===== src/rtl/spi_tg_pkg.sv =====
package spi_tg_pkg;

  typedef enum logic [2:0] {
    ST_IDLE  = 3'd0,
    ST_LEAD  = 3'd1,
    ST_XFER  = 3'd2,
    ST_TRAIL = 3'd3,
    ST_GAP   = 3'd4,
    ST_HOLD  = 3'd5
  } tg_state_e;

endpackage


===== src/rtl/spi_tg_prescaler.sv =====
module spi_tg_prescaler #(
  parameter int RATE_W = 8
) (
  input  logic              clk,
  input  logic              rst_ni,
  input  logic              run_i,
  input  logic [RATE_W-1:0] rate_i,
  output logic              tick_o
);

  logic [RATE_W-1:0] cnt_q, cnt_d;
  logic              wrap;

  assign wrap = (cnt_q == rate_i);

  always_comb begin
    cnt_d = cnt_q;
    if (!run_i) begin
      cnt_d = '0;
    end else if (wrap) begin
      cnt_d = '0;
    end else begin
      cnt_d = cnt_q + RATE_W'(1);
    end
  end

  always_ff @(posedge clk or negedge rst_ni) begin
    if (!rst_ni) begin
      cnt_q <= '0;
    end else begin
      cnt_q <= cnt_d;
    end
  end

  assign tick_o = run_i && wrap;

  // the divider never runs past the programmed rate
  assert_div_bound_R1: assert property (@(posedge clk) disable iff (!rst_ni)
    run_i |-> (cnt_q <= rate_i));

  // with a non-zero rate, two ticks are never adjacent
  assert_tick_spacing_R1: assert property (@(posedge clk) disable iff (!rst_ni)
    (tick_o && rate_i != '0 && $stable(rate_i)) |=> !tick_o);

endmodule


===== src/rtl/spi_tg_sequencer.sv =====
module spi_tg_sequencer
  import spi_tg_pkg::*;
#(
  parameter int BITS_W = 5,
  parameter int DLY_W  = 3,
  parameter int SEL_W  = 1,
  parameter int TCNT_W = 7
) (
  input  logic              clk,
  input  logic              rst_ni,
  input  logic              tick_i,
  input  logic              start_i,
  input  logic              last_i,
  input  logic [BITS_W-1:0] bits_i,
  input  logic [SEL_W-1:0]  sel_i,
  input  logic [2:0]        dly_en_i,
  input  logic [DLY_W-1:0]  clk_dly_i,
  input  logic [DLY_W-1:0]  neg_dly_i,
  input  logic [DLY_W-1:0]  nxt_dly_i,
  output tg_state_e         state_o,
  output logic              run_o,
  output logic              edge_o,
  output logic              lead_edge_o,
  output logic [SEL_W-1:0]  sel_o
);

  tg_state_e         state_q, state_d;
  logic [TCNT_W-1:0] tcnt_q, tcnt_d;
  logic [TCNT_W-1:0] goal;
  logic              hit;
  logic              load_all, load_frame;

  logic [BITS_W-1:0] bits_q;
  logic              last_q;
  logic [SEL_W-1:0]  sel_q;
  logic [DLY_W-1:0]  lead_q, neg_q, gap_q;

  // phase length in prescaler ticks
  always_comb begin
    unique case (state_q)
      ST_LEAD:  goal = (TCNT_W'(lead_q) << 1) + TCNT_W'(1);
      ST_XFER:  goal = (TCNT_W'(bits_q) + TCNT_W'(1)) << 1;
      ST_TRAIL: goal = (TCNT_W'(neg_q) + TCNT_W'(1)) << 1;
      ST_GAP:   goal = (TCNT_W'(gap_q) + TCNT_W'(1)) << 1;
      default:  goal = TCNT_W'(1);
    endcase
  end

  assign run_o = (state_q == ST_LEAD) || (state_q == ST_XFER) ||
                 (state_q == ST_TRAIL) || (state_q == ST_GAP);
  assign hit   = tick_i && ((tcnt_q + TCNT_W'(1)) == goal);

  always_comb begin
    state_d    = state_q;
    tcnt_d     = tcnt_q;
    load_all   = 1'b0;
    load_frame = 1'b0;
    unique case (state_q)
      ST_IDLE: begin
        if (start_i) begin
          state_d  = ST_LEAD;
          tcnt_d   = '0;
          load_all = 1'b1;
        end
      end
      ST_HOLD: begin
        if (start_i) begin
          state_d    = ST_XFER;
          tcnt_d     = '0;
          load_frame = 1'b1;
        end
      end
      default: begin
        if (tick_i) begin
          if (hit) begin
            tcnt_d = '0;
            unique case (state_q)
              ST_LEAD:  state_d = ST_XFER;
              ST_XFER:  state_d = last_q ? ST_TRAIL : ST_HOLD;
              ST_TRAIL: state_d = ST_GAP;
              default:  state_d = ST_IDLE;
            endcase
          end else begin
            tcnt_d = tcnt_q + TCNT_W'(1);
          end
        end
      end
    endcase
  end

  always_ff @(posedge clk or negedge rst_ni) begin
    if (!rst_ni) begin
      state_q <= ST_IDLE;
      tcnt_q  <= '0;
    end else begin
      state_q <= state_d;
      tcnt_q  <= tcnt_d;
    end
  end

  // per-frame settings
  always_ff @(posedge clk or negedge rst_ni) begin
    if (!rst_ni) begin
      bits_q <= '0;
      last_q <= 1'b1;
    end else if (load_all || load_frame) begin
      bits_q <= bits_i;
      last_q <= last_i;
    end
  end

  // per-access settings
  always_ff @(posedge clk or negedge rst_ni) begin
    if (!rst_ni) begin
      sel_q  <= '0;
      lead_q <= '0;
      neg_q  <= '0;
      gap_q  <= '0;
    end else if (load_all) begin
      sel_q  <= sel_i;
      lead_q <= dly_en_i[2] ? clk_dly_i : '0;
      neg_q  <= dly_en_i[1] ? neg_dly_i : '0;
      gap_q  <= dly_en_i[0] ? nxt_dly_i : '0;
    end
  end

  assign state_o     = state_q;
  assign edge_o      = tick_i && (state_q == ST_XFER);
  assign lead_edge_o = ~tcnt_q[0];
  assign sel_o       = sel_q;

  // the tick count never reaches the phase length
  assert_tcnt_bound_R10: assert property (@(posedge clk) disable iff (!rst_ni)
    run_o |-> (tcnt_q < goal));

  // a start without a tick leaves a running phase unchanged
  assert_start_ignored_R12: assert property (@(posedge clk) disable iff (!rst_ni)
    (run_o && start_i && !tick_i) |=> (state_q == $past(state_q)));

  // the idle gap only ends into the idle state
  assert_gap_exit_R4: assert property (@(posedge clk) disable iff (!rst_ni)
    (state_q == ST_GAP) |=> (state_q == ST_GAP || state_q == ST_IDLE));

  // a start while holding select goes straight to shifting
  assert_hold_to_xfer_R11: assert property (@(posedge clk) disable iff (!rst_ni)
    (state_q == ST_HOLD && start_i) |=> (state_q == ST_XFER));

endmodule


===== src/rtl/spi_tg_outputs.sv =====
module spi_tg_outputs
  import spi_tg_pkg::*;
#(
  parameter int NUM_SEL = 2,
  parameter int SEL_W   = 1
) (
  input  logic               clk,
  input  logic               rst_ni,
  input  tg_state_e          state_i,
  input  logic               edge_i,
  input  logic               lead_edge_i,
  input  logic [SEL_W-1:0]   sel_i,
  input  logic               cpol_i,
  input  logic               cpha_i,
  input  logic [NUM_SEL-1:0] sel_pol_i,
  input  logic               mosi_fix_en_i,
  input  logic               mosi_fix_val_i,
  input  logic               mosi_data_i,
  output logic               sck_o,
  output logic               sample_o,
  output logic               shift_o,
  output logic [NUM_SEL-1:0] ssl_o,
  output logic               busy_o,
  output logic               mosi_o
);

  logic ph_q, ph_d;
  logic samp_q, samp_d;
  logic shft_q, shft_d;
  logic sel_act;
  logic is_sample;

  assign is_sample = lead_edge_i ^ cpha_i;

  always_comb begin
    ph_d   = ph_q;
    samp_d = 1'b0;
    shft_d = 1'b0;
    if (edge_i) begin
      ph_d   = ~ph_q;
      samp_d = is_sample;
      shft_d = ~is_sample;
    end
  end

  always_ff @(posedge clk or negedge rst_ni) begin
    if (!rst_ni) begin
      ph_q   <= 1'b0;
      samp_q <= 1'b0;
      shft_q <= 1'b0;
    end else begin
      ph_q   <= ph_d;
      samp_q <= samp_d;
      shft_q <= shft_d;
    end
  end

  assign sck_o    = cpol_i ^ ph_q;
  assign sample_o = samp_q;
  assign shift_o  = shft_q;

  assign sel_act = (state_i == ST_LEAD) || (state_i == ST_XFER) ||
                   (state_i == ST_TRAIL) || (state_i == ST_HOLD);
  assign busy_o  = (state_i == ST_LEAD) || (state_i == ST_XFER) ||
                   (state_i == ST_TRAIL) || (state_i == ST_GAP);

  for (genvar gi = 0; gi < NUM_SEL; gi++) begin : g_ssl
    assign ssl_o[gi] = (sel_act && (sel_i == SEL_W'(gi))) ? sel_pol_i[gi] : ~sel_pol_i[gi];
  end

  assign mosi_o = (mosi_fix_en_i && (state_i != ST_XFER)) ? mosi_fix_val_i : mosi_data_i;

  // never both strobes at once
  assert_strobe_excl_R7: assert property (@(posedge clk) disable iff (!rst_ni)
    !(sample_o && shift_o));

  // every SCK change carries exactly one strobe
  assert_edge_strobe_R7: assert property (@(posedge clk) disable iff (!rst_ni)
    !$stable(ph_q) |-> (samp_q || shft_q));

  // SCK rests at its idle level outside shifting
  assert_sck_idle_R6: assert property (@(posedge clk) disable iff (!rst_ni)
    (state_i != ST_XFER) |-> !ph_q);

  // at most one select line active
  assert_ssl_onehot_R8: assert property (@(posedge clk) disable iff (!rst_ni)
    $onehot0(ssl_o ^ ~sel_pol_i));

endmodule


===== src/rtl/spi_timing_gen.sv =====
module spi_timing_gen
  import spi_tg_pkg::*;
#(
  parameter int RATE_W  = 8,
  parameter int DLY_W   = 3,
  parameter int BITS_W  = 5,
  parameter int NUM_SEL = 2,
  localparam int SEL_W  = (NUM_SEL > 1) ? $clog2(NUM_SEL) : 1,
  localparam int TCNT_W = ((BITS_W > DLY_W) ? BITS_W : DLY_W) + 2
) (
  input  logic               clk,
  input  logic               rst_n,
  input  logic               start_i,
  input  logic               last_i,
  input  logic [BITS_W-1:0]  bits_i,
  input  logic [SEL_W-1:0]   sel_i,
  input  logic [RATE_W-1:0]  rate_i,
  input  logic [DLY_W-1:0]   clk_dly_i,
  input  logic [DLY_W-1:0]   neg_dly_i,
  input  logic [DLY_W-1:0]   nxt_dly_i,
  input  logic [2:0]         dly_en_i,
  input  logic               cpol_i,
  input  logic               cpha_i,
  input  logic [NUM_SEL-1:0] sel_pol_i,
  input  logic               mosi_fix_en_i,
  input  logic               mosi_fix_val_i,
  input  logic               mosi_data_i,
  output logic               sck_o,
  output logic [NUM_SEL-1:0] ssl_o,
  output logic               sample_o,
  output logic               shift_o,
  output logic               mosi_o,
  output logic               busy_o
);

  // asynchronous assertion, synchronous release
  logic [1:0] rst_sync_q;
  logic       rst_ni;

  always_ff @(posedge clk or negedge rst_n) begin
    if (!rst_n) begin
      rst_sync_q <= 2'b00;
    end else begin
      rst_sync_q <= {rst_sync_q[0], 1'b1};
    end
  end

  assign rst_ni = rst_sync_q[1];

  tg_state_e        state;
  logic             run, tick, edge_ev, lead_edge;
  logic [SEL_W-1:0] sel_act;

  spi_tg_prescaler #(
    .RATE_W (RATE_W)
  ) u_presc (
    .clk    (clk),
    .rst_ni (rst_ni),
    .run_i  (run),
    .rate_i (rate_i),
    .tick_o (tick)
  );

  spi_tg_sequencer #(
    .BITS_W (BITS_W),
    .DLY_W  (DLY_W),
    .SEL_W  (SEL_W),
    .TCNT_W (TCNT_W)
  ) u_seq (
    .clk         (clk),
    .rst_ni      (rst_ni),
    .tick_i      (tick),
    .start_i     (start_i),
    .last_i      (last_i),
    .bits_i      (bits_i),
    .sel_i       (sel_i),
    .dly_en_i    (dly_en_i),
    .clk_dly_i   (clk_dly_i),
    .neg_dly_i   (neg_dly_i),
    .nxt_dly_i   (nxt_dly_i),
    .state_o     (state),
    .run_o       (run),
    .edge_o      (edge_ev),
    .lead_edge_o (lead_edge),
    .sel_o       (sel_act)
  );

  spi_tg_outputs #(
    .NUM_SEL (NUM_SEL),
    .SEL_W   (SEL_W)
  ) u_out (
    .clk            (clk),
    .rst_ni         (rst_ni),
    .state_i        (state),
    .edge_i         (edge_ev),
    .lead_edge_i    (lead_edge),
    .sel_i          (sel_act),
    .cpol_i         (cpol_i),
    .cpha_i         (cpha_i),
    .sel_pol_i      (sel_pol_i),
    .mosi_fix_en_i  (mosi_fix_en_i),
    .mosi_fix_val_i (mosi_fix_val_i),
    .mosi_data_i    (mosi_data_i),
    .sck_o          (sck_o),
    .sample_o       (sample_o),
    .shift_o        (shift_o),
    .ssl_o          (ssl_o),
    .busy_o         (busy_o),
    .mosi_o         (mosi_o)
  );

endmodule


===== config.mk =====
export PLATFORM = sky130hd
export DESIGN_NAME = spi_timing_gen
export DESIGN_NICKNAME = d
export VERILOG_FILES = /design/src/rtl/spi_tg_pkg.sv /design/src/rtl/spi_tg_prescaler.sv /design/src/rtl/spi_tg_sequencer.sv /design/src/rtl/spi_tg_outputs.sv /design/src/rtl/spi_timing_gen.sv
export SDC_FILE = /design/constraint.sdc
export NUM_CORES = 1
export LEC_CHECK = 0
export BUFFER_PORTS_ARGS = -buffer_cell sky130_fd_sc_hd__clkbuf_2
export CAP_MARGIN = 20
export CELL_PAD_IN_SITES_DETAIL_PLACEMENT = 0
export CELL_PAD_IN_SITES_GLOBAL_PLACEMENT = 2
export CORE_UTILIZATION = 29
export CTS_CLUSTER_DIAMETER = 120
export DETAILED_ROUTE_END_ITERATION = 10
export MAX_ROUTING_LAYER = met4
export PLACE_DENSITY = 0.8
export SYNTH_ARGS = -nofsm -noshare
export SYNTH_HDL_FRONTEND = slang
export SYNTH_SLANG_ARGS = --single-unit

===== constraint.sdc =====
create_clock -name clk -period 2 [get_ports clk]
set_input_delay 0.3 -clock clk [delete_from_list [all_inputs] [get_ports clk]]
set_output_delay 0.3 -clock clk [all_outputs]
set_load 0.005 [all_outputs]

# Word level (Yosys, flattened, before mapping)
# Index checks and enable logic that the tools add are counted.
# Widths: inputs -> output; s select.
[totals]
reg_bits = 39
latch_bits = 0
mem_bits_rw = 0
rom_bits = 0
in_bits = 37
output_inout_bits = 7
elab_cells = 81
n_memories = 0
[op_classes]
add_sub_neg = 6
mul = 0
n_div = 0
order_cmp = 0
n_eq_ne = 11
shifts = 0
mux = 25
bitwise = 8
n_reduce_logical = 18
[ops]
columns = ["cell", "count"]
rows = [
  ["$mux 7", 4],
  ["$pmux 7 s4", 1],
  ["$mux 3", 8],
  ["$mux 8", 2],
  ["$pmux 3 s3", 1],
  ["$add 3x1->4 const B", 2],
  ["$add 8x1->8 const B", 1],
  ["$eq 8x8->1", 1],
  ["$mux 1", 8],
  ["$add 7x1->7 const B", 1],
  ["$eq 7x7->1", 1],
  ["$add 5x1->6 const B", 1],
  ["$eq 3x2->1 const B", 2],
  ["$eq 3x3->1 const B", 2],
  ["$logic_and 1x1->1", 6],
  ["$not 1->1", 6],
  ["$pmux 3 s2", 1],
  ["$reduce_bool 3->1", 2],
  ["$add 4x1->5 const B", 1],
  ["$logic_or 1x1->1", 5],
  ["$ne 2x2->1 const B", 2],
  ["$reduce_and 4->1", 1],
  ["$eq 3x1->1 const B", 1],
  ["$logic_not 3->1", 1],
  ["6 further kinds", 7],
]

# Longest topological paths before layout
# Gate-level depths: netlist of run 1.
[logic_depth]
depth_word = 9
depth_mapped = 12
mapped_depth_nobuf = 11

# Modules after synthesis
# From an unflattened synthesis of run 1, not the netlist that was laid out.
[hier_totals]
hier_cells = 249
area_unflattened_um2 = 2487.4
[by_module_without_submodules]
columns = ["module", "instances", "cells_each", "area_per_inst_um2", "seq_area_each_um2"]
rows = [
  ["spi_tg_sequencer", 1, 182, 1721.7, 651.9],
  ["spi_tg_prescaler", 1, 46, 500.5, 200.2],
  ["spi_tg_outputs", 1, 18, 211.5, 75.1],
  ["spi_timing_gen", 1, 3, 53.8, 50.0],
]

# Worst setup path before layout of run 1
# Ideal clock, no wire load.
[synth_path]
path_type = "register -> register"
from = "register u_seq.state_q[0], in the netlist u_seq.state_o[0]"
to = "register u_seq.state_q[0], in the netlist u_seq.state_o[0]"
setup_time_ns = 0.125
arrival_time_ns = 3.247
t_required_ns = 1.875
slack_ns = -1.373
path_stages_with_launch = 13
path_buffers = 1
period_less_slack_ns = 3.373
cell_sequence = "dfrtp_1 clkbuf_2 nor3b_1 mux2_2 ha_1 mux2_2 a211oi_1 and4b_1 a211oi_1 mux2i_1 nand2_4 nand2_4 mux2_4"
[synth_between]
elab_chain_len = 8
word_cells_on_any_way = 22
classes_between = "eq/ne: 8; mux: 5; reduce/logical: 9"
[synth_lines]
columns = ["item", "line_no", "source"]
rows = [
  ["start: declaration", "spi_tg_sequencer.sv:27", "tg_state_e state_q, state_d;"],
  ["start signal: assignment", "spi_tg_sequencer.sv:96", "state_q <= state_d;"],
  ["branches (longest 8 deep; another with $pmux 7 s4)", "n/a", ""],
]
# Parallel ways; which one is timed is not known. The select of a mux whose other input is x is not followed.
# A chain may end at the register's enable or synchronous reset.

# Final worst setup path of run 1
[layout_path]
from = "register u_seq.state_q[1], in the netlist u_seq.state_o[1]"
to = "register u_seq.state_q[0], in the netlist u_seq.state_o[0]"
# The elaborated chain is that of the path after synthesis.

==> impl_metrics.ini, run 1 <==
[layout]
final_util_pct = 43.43
multi_input_area_um2 = 1403
final-seq-area_um2 = 977.2
fillers = 759
area_growth_pct = 44.97
antenna_cells = 0
drive_gt1_share_pct = 43.44
final_cell_area_um2 = 3356
fin_nets = 383

[floorplanning]
start_util_pct = 29.95
ios = 44
die_w_um = 91.34
die_area_um2 = 8343
rows = 32
core_um2 = 7727
die_h_um = 91.34

[timing]
worst_slack_ps = -871.0
period_needed_ps = 2871
rsz0062_at_grt = yes
drv_slew = 0
slew_headroom_pct = 63.78
post-route-period-util_pct = 143.5
worst_slew_pin_slew_ps = 543.3
finalSetupViolCount = 11
finClkSkew_ps = 6.483
fmax_mhz = 348.3
hold_viol_final = 0

[synthesis]
seq_area_frac_synth_pct = 42.22
synth_flop_cell = dfrtp_1
synth_area_um2 = 2315
synth_fp_nets = 275
avgSynthCellArea_um2 = 9.892
synth_async_sr_flop_share_pct = 100.0
synth_edf_count = 0
yosysUniqueCellTypes = 47
ys.warnings.count = 0
ys_ff_latch = 39
syn_inst = 234

[global_route]
groute.layer.met2.usage_pct = 24.12
track_usage_pct = 14.17
use_met1_pct = 17.19
antenna_found_initial = 0
grt_pass1_vias = 1987
grt_pass1_wl_mm = 9.059
globalRouteMet3Util_pct = 2.848
grt_max_degree = 38
grt-busiest-layer = met2
grt_overflow = 0

[placed_design]
place_area_um2 = 3093
routabilityCongestion = 0.8332
dp_slack_ps = -999.7
place_hpwl_mm = 4.152
portBuffers = 43

[cts]
numCtsBuffers = 5
cts.clk_slew.worst_paths_ps = 80
clock_sinks = 39
clock_path_buffers = 2
cts_root_buf = clkbuf_8
tritoncts = yes
htreeDepth = 2
clk_latency_ps = 290

[worst_setup_path]
critical_path.startpoint_type = flip-flop
slowest_delay_ps = 420
r2r_cells = 12
crit_chain = nor3b_4 -> mux2_4 -> ha_4 -> mux2_4 -> a211oi_4 -> and4b_1 -> a211oi_2 -> mux2i_1 -> buf_4 -> nand2_4 -> nand2_4 -> mux2_4
critical_path_required_ps = 2180
worstPathArrival_ps = 3050
worstSetupPathType = reg2reg
cp_max_fo = 3
regToRegStartpoint = u_seq.state_o[1]
r2r_slack_ps = -870
critPathCaptureType = flip-flop
r2r_end = u_seq.state_o[0]
critPathMostFrequentCell = mux2_4
critPathSlowestCell = dfrtp_1

[routing]
drtAntennaViolNets = 0
vias = 1979
drt_wl_total_mm = 5.301
drc = 0
drtPass1Iterations = 4
drt-wirelength-per-cell_um = 11.91
post_drt_via_cell_ratio = 4.447
dr.first_iter.drc_count = 37

[worst_hold_path]
hold_path.class = in2reg
hold_start = clk_dly_i[0]
min_to = u_seq.lead_q[0]
whs_path_depth = 3

[power]
ir_drop_mv = 0.6457
total_power_uw = 4225
cellLeakagePower_uw = 0.001623
powerDensity_nw_per_um2 = 1259

[status]
status = finished with violations
violations = setup timing

[job]
max-cap-violations = 0
[power by group]
part           switching (uW)  internal, uW
combinational            1110          1400
clock                     290           283
sequential                140          1000
total                    1540          2680
[cells in the mapped netlist, types with 2 or more instances]
master	instances	share of area, %
xnor2_1	11	4.2
mux2_2	12	5.8
nand2_4	2	0.97
a211oi_1	4	1.3
mux2i_1	4	1.7
a32oi_1	2	0.76
nand2b_1	3	0.81
ha_1	4	2.2
nor2_1	13	2.1
nor4bb_1	3	1.3
nor2b_1	6	1.6
inv_1	3	0.49
dfrtp_1	38	41
o21ai_0	18	3.9
a21oi_1	4	0.86
nand2_1	37	6.0
nand3_1	10	2.2
and3_1	5	1.4
nor3_1	2	0.43
xor2_1	20	7.6
nor4_1	3	0.81
nor3b_1	2	0.65
buf_2	4	0.86
[cell usage in the layout, fill, tap and decap left out, drive strengths merged, types with 2 or more instances in the layout]
cell and n:
a211oi 4, a21oi 4, a32oi 2, and3 6
buf 63, clkbuf 50, dfrtp 38, ha 4
inv 3, mux2 13, mux2i 4, nand2 40
nand2b 3, nand3 11, nor2 14, nor2b 6
nor3 2, nor3b 2, nor4 3, nor4bb 3
o21ai 18, xnor2 11, xor2 20
[kinds of logic (layout without fill, tap and decap cells)]
group,Yosys count,count (layout),synth area share (%)
xor+xnor,32,32,12.70
simple gates,98,98,23.14
compound gates,34,34,9.677
other cells,1,1,0.1620
mux,17,17,8.216
flops,39,39,42.22
buf+inv,9,118,1.729
fa+ha+maj,4,4,2.162
[routing by layer]
layer,wire length [um],vias up
met5,0,-
li1,-,1032
met1,2465,908
met3,163,3
met4,32,0
met2,2639,36
[worst max path at each step]
| stage | start | endpoint | slack (ps) | cells after the start |
|---|---|---|---|---|
| 2_1_floorplan | u_seq.state_o[0] | u_seq.state_o[0] | -980 | 12 |
| 4_1_cts | u_seq.state_o[1] | u_seq.state_o[0] | -910 | 12 |
| 3_5_place_dp | u_seq.state_o[0] | u_seq.state_o[0] | -1000 | 11 |
| 6_report | u_seq.state_o[1] | u_seq.state_o[0] | -870 | 12 |
| 3_3_place_gp | u_seq.state_o[0] | u_seq.state_o[0] | -890 | 11 |
| 5_1_grt | u_seq.state_o[0] | u_seq.state_o[0] | -990 | 12 |
[metrics by stage]
step	TNS, ps	instances	hold slack (ps)
6_report	-8278	445	222.4
5_1_grt	-9839	445	226.4
4_1_cts	-8770	440	218.2
3_5_place_dp	-9330	426	91.25
3_3_place_gp	-8343	426	87.94
2_1_floorplan	-8053	234	4.409
[cell type report]
type | instances | share of cell area (%)
flip-flops and latches | 39 | 29.12
inverters | 3 | 0.3356
repair buffers | 107 | 22.11
well taps | 102 | 3.803
multi-input cells | 186 | 41.80
clock buffers | 7 | 2.573
clock inverters | 1 | 0.2610
[flip-flops by register name, indices dropped and copies added, names as in the netlist, 2 cells and up]
register       cells
u_seq.bits_q       5
u_seq.gap_q        3
u_seq.neg_q        3
u_seq.tcnt_q       7
rst_sync_q         2
u_seq.state_o      3
u_presc.cnt_q      8
u_seq.lead_q       3
[worst max-delay path, delay by kind of cell, from the launching register on]
family	cells	cell delay, ps
multiplexers	4	1040
AND/OR/NAND/NOR	4	640
flip-flops	1	420
AO/OA/AOI/OAI	2	260
adder cells (fa/ha/maj)	1	240
buffers and inverters	1	150
[timing repair]
item | 4_1_cts | 5_1_grt
endpoints found under the setup margin | 12 | 14
pin swaps | 6 | 4
gates resized for setup | 17 | 6
setup buffers | 5 | 6
hold buffers | 1 | 0
endpoints found under the hold margin | 2 | 0
No activity file was read; power rests on OpenSTA's default activity.
==> inputs of run 2 (changes only) <==
clock period = 3.6 ns   (was 2 ns; I/O delays follow)
==> impl_metrics.ini, run 2 (same netlist as run 1, synthesis figures left out) <==
[power]
powerDensity_nw_per_um2 = 704.7
ir_drop_mv = 0.3184
p_sw_share_pct = 37.51
total_power_uw = 1992
cellLeakagePower_uw = 0.001310
seqPwrFrac_pct = 33.4
p_sw_uw = 747.0
power_frac_comb_pct = 44.0
intPower_uw = 1245
p_clk_share_pct = 22.6

[layout]
largest_reg_flops = 8
drive_gt1_share_pct = 29.02
antenna_cells = 0
area_growth_pct = 22.11
reg.largest.list = u_presc.cnt_q: 8 flops, u_seq.tcnt_q: 7 flops, u_seq.bits_q: 5 flops
fin_nets = 326
layoutNonFillerInstCount = 388
final_cell_mix = clkbuf_2, dfrtp_1, nand2_1
final_common_cell = clkbuf_2
largest_register = u_presc.cnt_q

[cts]
ctsResizeCount = 0
cts_hold_buf = 0
htreeDepth = 2
cts_setup_buffers = 0
clk_latency_ps = 290
cts_root_buf = clkbuf_8
tritoncts = yes
numCtsBuffers = 5
clock_path_buffers = 2
cts.clk_slew.worst_paths_ps = 80
clock_sinks = 39

[worst_setup_path]
slowest_delay_ps = 440
path_buf_inv = 0
critical_path_required_ps = 3780
worstPathArrival_ps = 3470
critical_path.startpoint_type = flip-flop
critPathSlowestCell = a211oi_1
crit_chain = nor3b_2 -> mux2_2 -> ha_1 -> mux2_2 -> a211oi_1 -> and4b_1 -> a211oi_1 -> mux2i_1 -> nand2_4 -> nand2_4 -> mux2_4
cp_max_fo = 7
worstSetupPathType = reg2reg
critPathCaptureType = flip-flop
crit_family = multiplexers

[timing]
slew_headroom_pct = 55.77
rsz0062_at_grt = no
drv_slew = 0
post-route-period-util_pct = 91.34
worst_slew_pin_slew_ps = 658.3
finalSetupViolCount = 0
hold_ws_ps = 14.90
finClkSkew_ps = 6.536
period_needed_ps = 3288
tns_ps = 0
fmax_mhz = 304.1
hold_viol_final = 0
worst_slack_ps = 311.6

[routing]
dr.first_iter.drc_count = 36
post_drt_via_cell_ratio = 4.693
vias = 1821
drt-wirelength-per-cell_um = 12.41
drc = 0
drtPass1Iterations = 4
drt_wl_total_mm = 4.814
drtAntennaViolNets = 0

[floorplanning]
ios = 44
start_util_pct = 29.95
core_um2 = 7727
die_w_um = 91.34
rows = 32
die_area_um2 = 8343
die_h_um = 91.34

[worst_hold_path]
hold_path.class = in2async

[global_route]
track_usage_pct = 13.14
grt_overflow = 0
grt_pass1_wl_mm = 8.473
antenna_found_initial = 0
grt_pass1_vias = 1831
grt_max_degree = 38

[placed_design]
dp_slack_ps = 150.6
portBuffers = 43
dp.cells = 380
routabilityCongestion = 0.7786
place_hpwl_mm = 3.740

[job]
max-cap-violations = 0

[status]
status = completed
[run 2: final timing paths]
check	depth (start not counted)	slack (ps)	from	end
min in group clk	0	350	rst_sync_q[0]	rst_sync_q[1]
max in group asynchronous	1	2960	rst_sync_q[1]	u_seq.last_q
setup / recovery	11	310	u_seq.state_o[1]	u_seq.state_o[0]
hold reg to reg	1	290	rst_sync_q[1]	u_presc.cnt_q[4]
hold / removal	1	10	rst_n	rst_sync_q[0]
setup reg to reg	11	310	u_seq.state_o[1]	u_seq.state_o[0]
[run 2: stage by stage]
step | instance area [um2] | utilization (%)
after global placement | 2681 | 34.70
after detailed placement | 2681 | 34.70
after CTS | 2821 | 36.51
final | 2826 | 36.58
after global routing | 2826 | 36.58
after floorplan | 2315 | -
[run 2: routing by layer]
layer  vias up  routed length (um)  GRT usage, %
met3         4                 189         2.848
met1       862                2130         14.92
met4         0                  34         3.571
li1        916                   -             -
met5         -                   0             -
met2        39                2458         23.30
[run 2: layout make-up]
cell class	count	area, um2
fill	778	4901
multi-input combinational	186	1303
sequential	39	977.2
timing repair buffer	50	267.8
tap	102	127.6
clock inverter	3	71.32
clock buffer	5	68.82
inverter	3	11.26
[run 2: worst reg2reg max path: stages (launching register included)]
cell,delay [ps]
dfrtp_1,400
nor3b_2,260
mux2_2,370
ha_1,300
mux2_2,260
a211oi_1,440
and4b_1,250
a211oi_1,60
mux2i_1,300
nand2_4,140
nand2_4,110
mux2_4,300
[run 2: power by group through the flow]
stage	Clock, uW	Sequential (uW)	Combinational [uW]
finish	450	665	877
global route	483	684	988
CTS	464	665	888
detailed placement	0	673	886
global placement	0	672	873
floorplan	0	647	656
==> inputs of run 3 (changes only) <==
--- a/config.mk
+++ b/config.mk
@@ -14,4 +14,3 @@
 export DETAILED_ROUTE_END_ITERATION = 10
-export MAX_ROUTING_LAYER = met4
-export PLACE_DENSITY = 0.8
+export PLACE_DENSITY_LB_ADDON = 0.1
 export SYNTH_ARGS = -nofsm -noshare
--- a/constraint.sdc
+++ b/constraint.sdc
@@ -3,2 +3,2 @@
 set_output_delay 0.54 -clock clk [all_outputs]
-set_load 0.005 [all_outputs]
+set_load 0.1 [all_outputs]
==> impl_metrics.ini, run 3 (same netlist as run 1, synthesis figures left out) <==
[timing]
tns_ps = 0
finalSetupViolCount = 0
fmax_mhz = 301.8
slew_headroom_pct = 58.22
worst_slack_ps = 286.0
period_needed_ps = 3314
hold_ws_ps = 288.2
drv_slew = 0
hold_viol_final = 0
worst_slew_pin_slew_ps = 621.9
finClkSkew_ps = 6.965
post-route-period-util_pct = 92.06
rsz0062_at_grt = no

[floorplanning]
die_h_um = 91.34
core_um2 = 7727
start_util_pct = 29.95
die_area_um2 = 8343
die_w_um = 91.34
ios = 44
rows = 32

[worst_setup_path]
cp_max_fo = 7
crit_family = multiplexers
crit_path_end = u_seq.state_o[0]
critical_path_required_ps = 3780
slowest_delay_ps = 390
r2r_slack_ps = 290
crit_start = u_seq.state_o[1]
critical_path.startpoint_type = flip-flop
critPathCaptureType = flip-flop
crit_cells = 11
path_buf_inv = 0
worstPathArrival_ps = 3490
regToRegStartpoint = u_seq.state_o[1]
r2r_end = u_seq.state_o[0]
r2r_cells = 11
worstSetupPathType = reg2reg
critPathSlowestCell = nor3b_1
crit_chain = nor3b_1 -> mux2_2 -> ha_1 -> mux2_2 -> a211oi_2 -> and4b_1 -> a211oi_1 -> mux2i_1 -> nand2_4 -> nand2_4 -> mux2_4

[routing]
drt-wirelength-per-cell_um = 12.88
drtPass1Iterations = 4
drc = 0
post_drt_via_cell_ratio = 4.608
dr.first_iter.drc_count = 41
vias = 1797
drtAntennaViolNets = 0
drt_wl_total_mm = 5.024

[power]
powerDensity_nw_per_um2 = 743.3
ir_drop_mv = 0.5284
p_sw_uw = 968.0
power_frac_comb_pct = 54.0
seqPwrFrac_pct = 32.0
cellLeakagePower_uw = 0.001290
p_sw_share_pct = 46.75
total_power_uw = 2070
intPower_uw = 1102
p_clk_share_pct = 14.0

[placed_design]
dp_slack_ps = 127.4
place_hpwl_mm = 3.810
portBuffers = 43
routabilityCongestion = 0.7627

[job]
max-cap-violations = 0

[layout]
area_growth_pct = 20.32
final_cell_mix = clkbuf_2, dfrtp_1, nand2_1
antenna_cells = 0
largest_register = u_presc.cnt_q
largest_reg_flops = 8
final_common_cell = clkbuf_2
drive_gt1_share_pct = 28.47
reg.largest.list = u_presc.cnt_q: 8 flops, u_seq.tcnt_q: 7 flops, u_seq.bits_q: 5 flops
final_util_pct = 36.04
fin_nets = 328

[global_route]
antenna_found_initial = 0
grt_pass1_wl_mm = 8.556
grt_max_degree = 38
grt_overflow = 0
track_usage_pct = 13.20
grt_pass1_vias = 1777

[cts]
cts.clk_slew.worst_paths_ps = 80
htreeDepth = 2
cts_root_buf = clkbuf_8
clock_sinks = 39
numCtsBuffers = 5
clock_path_buffers = 2
tritoncts = yes
cts_setup_buffers = 0
clk_latency_ps = 290

[status]
status = completed

[worst_hold_path]
hold_path.class = reg2async
[run 3: cell types whose count changed in the layout (fill, tap and decap cells not counted)]
cell and delta:
inv_8 -1, a211oi_1 -1, clkbuf_1 +2, dlygate4sd3_1 +1, a211oi_2 +1, bufinv_16 -2
buf_4 +1, nor3b_1 +1, nor3b_2 -1, clkinv_2 +1
[run 3: timing repair]
action | in CTS | in global routing
setup endpoints to repair | 0 | 1
hold buffers | 0 | 1
hold endpoints to repair | 0 | 2
gates resized for setup | 0 | 1
[run 3: final cells by class]
cell class,instances,area (um2)
clock buffer,7,76.32
clock inverter,1,5.005
fill,823,4942
inverter,3,11.26
multi-input combinational,186,1303
sequential,39,977.2
tap,102,127.6
timing repair buffer,52,285.3
[run 3: how the worst min path moves through the flow]
stage,from,end,slack [ps],cells after the start
3_5_place_dp,rst_sync_q[1],u_presc.cnt_q[3],320,1
3_3_place_gp,rst_sync_q[1],u_presc.cnt_q[4],320,1
4_1_cts,rst_n,rst_sync_q[1],6,1
6_report,rst_sync_q[1],u_seq.gap_q[1],290,1
5_1_grt,rst_sync_q[1],u_presc.cnt_q[3],370,1
2_1_floorplan,rst_n,rst_sync_q[0],240,0
[run 3: routing by layer]
layer / wire, um / part of all wire [%] / GRT usage (%)
met1: 2491 / 50 / 17.29
met2: 2347 / 47 / 21.46
met3: 112 / 2.2 / 3.015
met4: 72 / 1.4 / 4.365
met5: 0 / 0 / 0
[run 3: power by group through the flow]
stage / combinational [uW] / sequential (uW) / clock (uW)
global placement: 1130 / 674 / 0
floorplan: 890 / 647 / 0
finish: 1120 / 663 / 289
detailed placement: 1120 / 675 / 0
global route: 1220 / 683 / 321
CTS: 1120 / 666 / 303
[run 3: stage by stage]
| step | instance area [um2] | cells |
|---|---|---|
| floorplan | 2315 | 234 |
| global placement | 2689 | 381 |
| detailed placement | 2689 | 381 |
| CTS | 2770 | 389 |
| global route | 2785 | 390 |
| finish | 2785 | 390 |
[run 3: worst reg2reg max path, cell delays in order (launching register included)]
cell and delay, ps:
dfrtp_1 380, nor3b_1 390, mux2_2 390, ha_1 300, mux2_2 270, a211oi_2 350, and4b_1 240, a211oi_1 60
mux2i_1 280, nand2_4 140, nand2_4 110, mux2_4 290
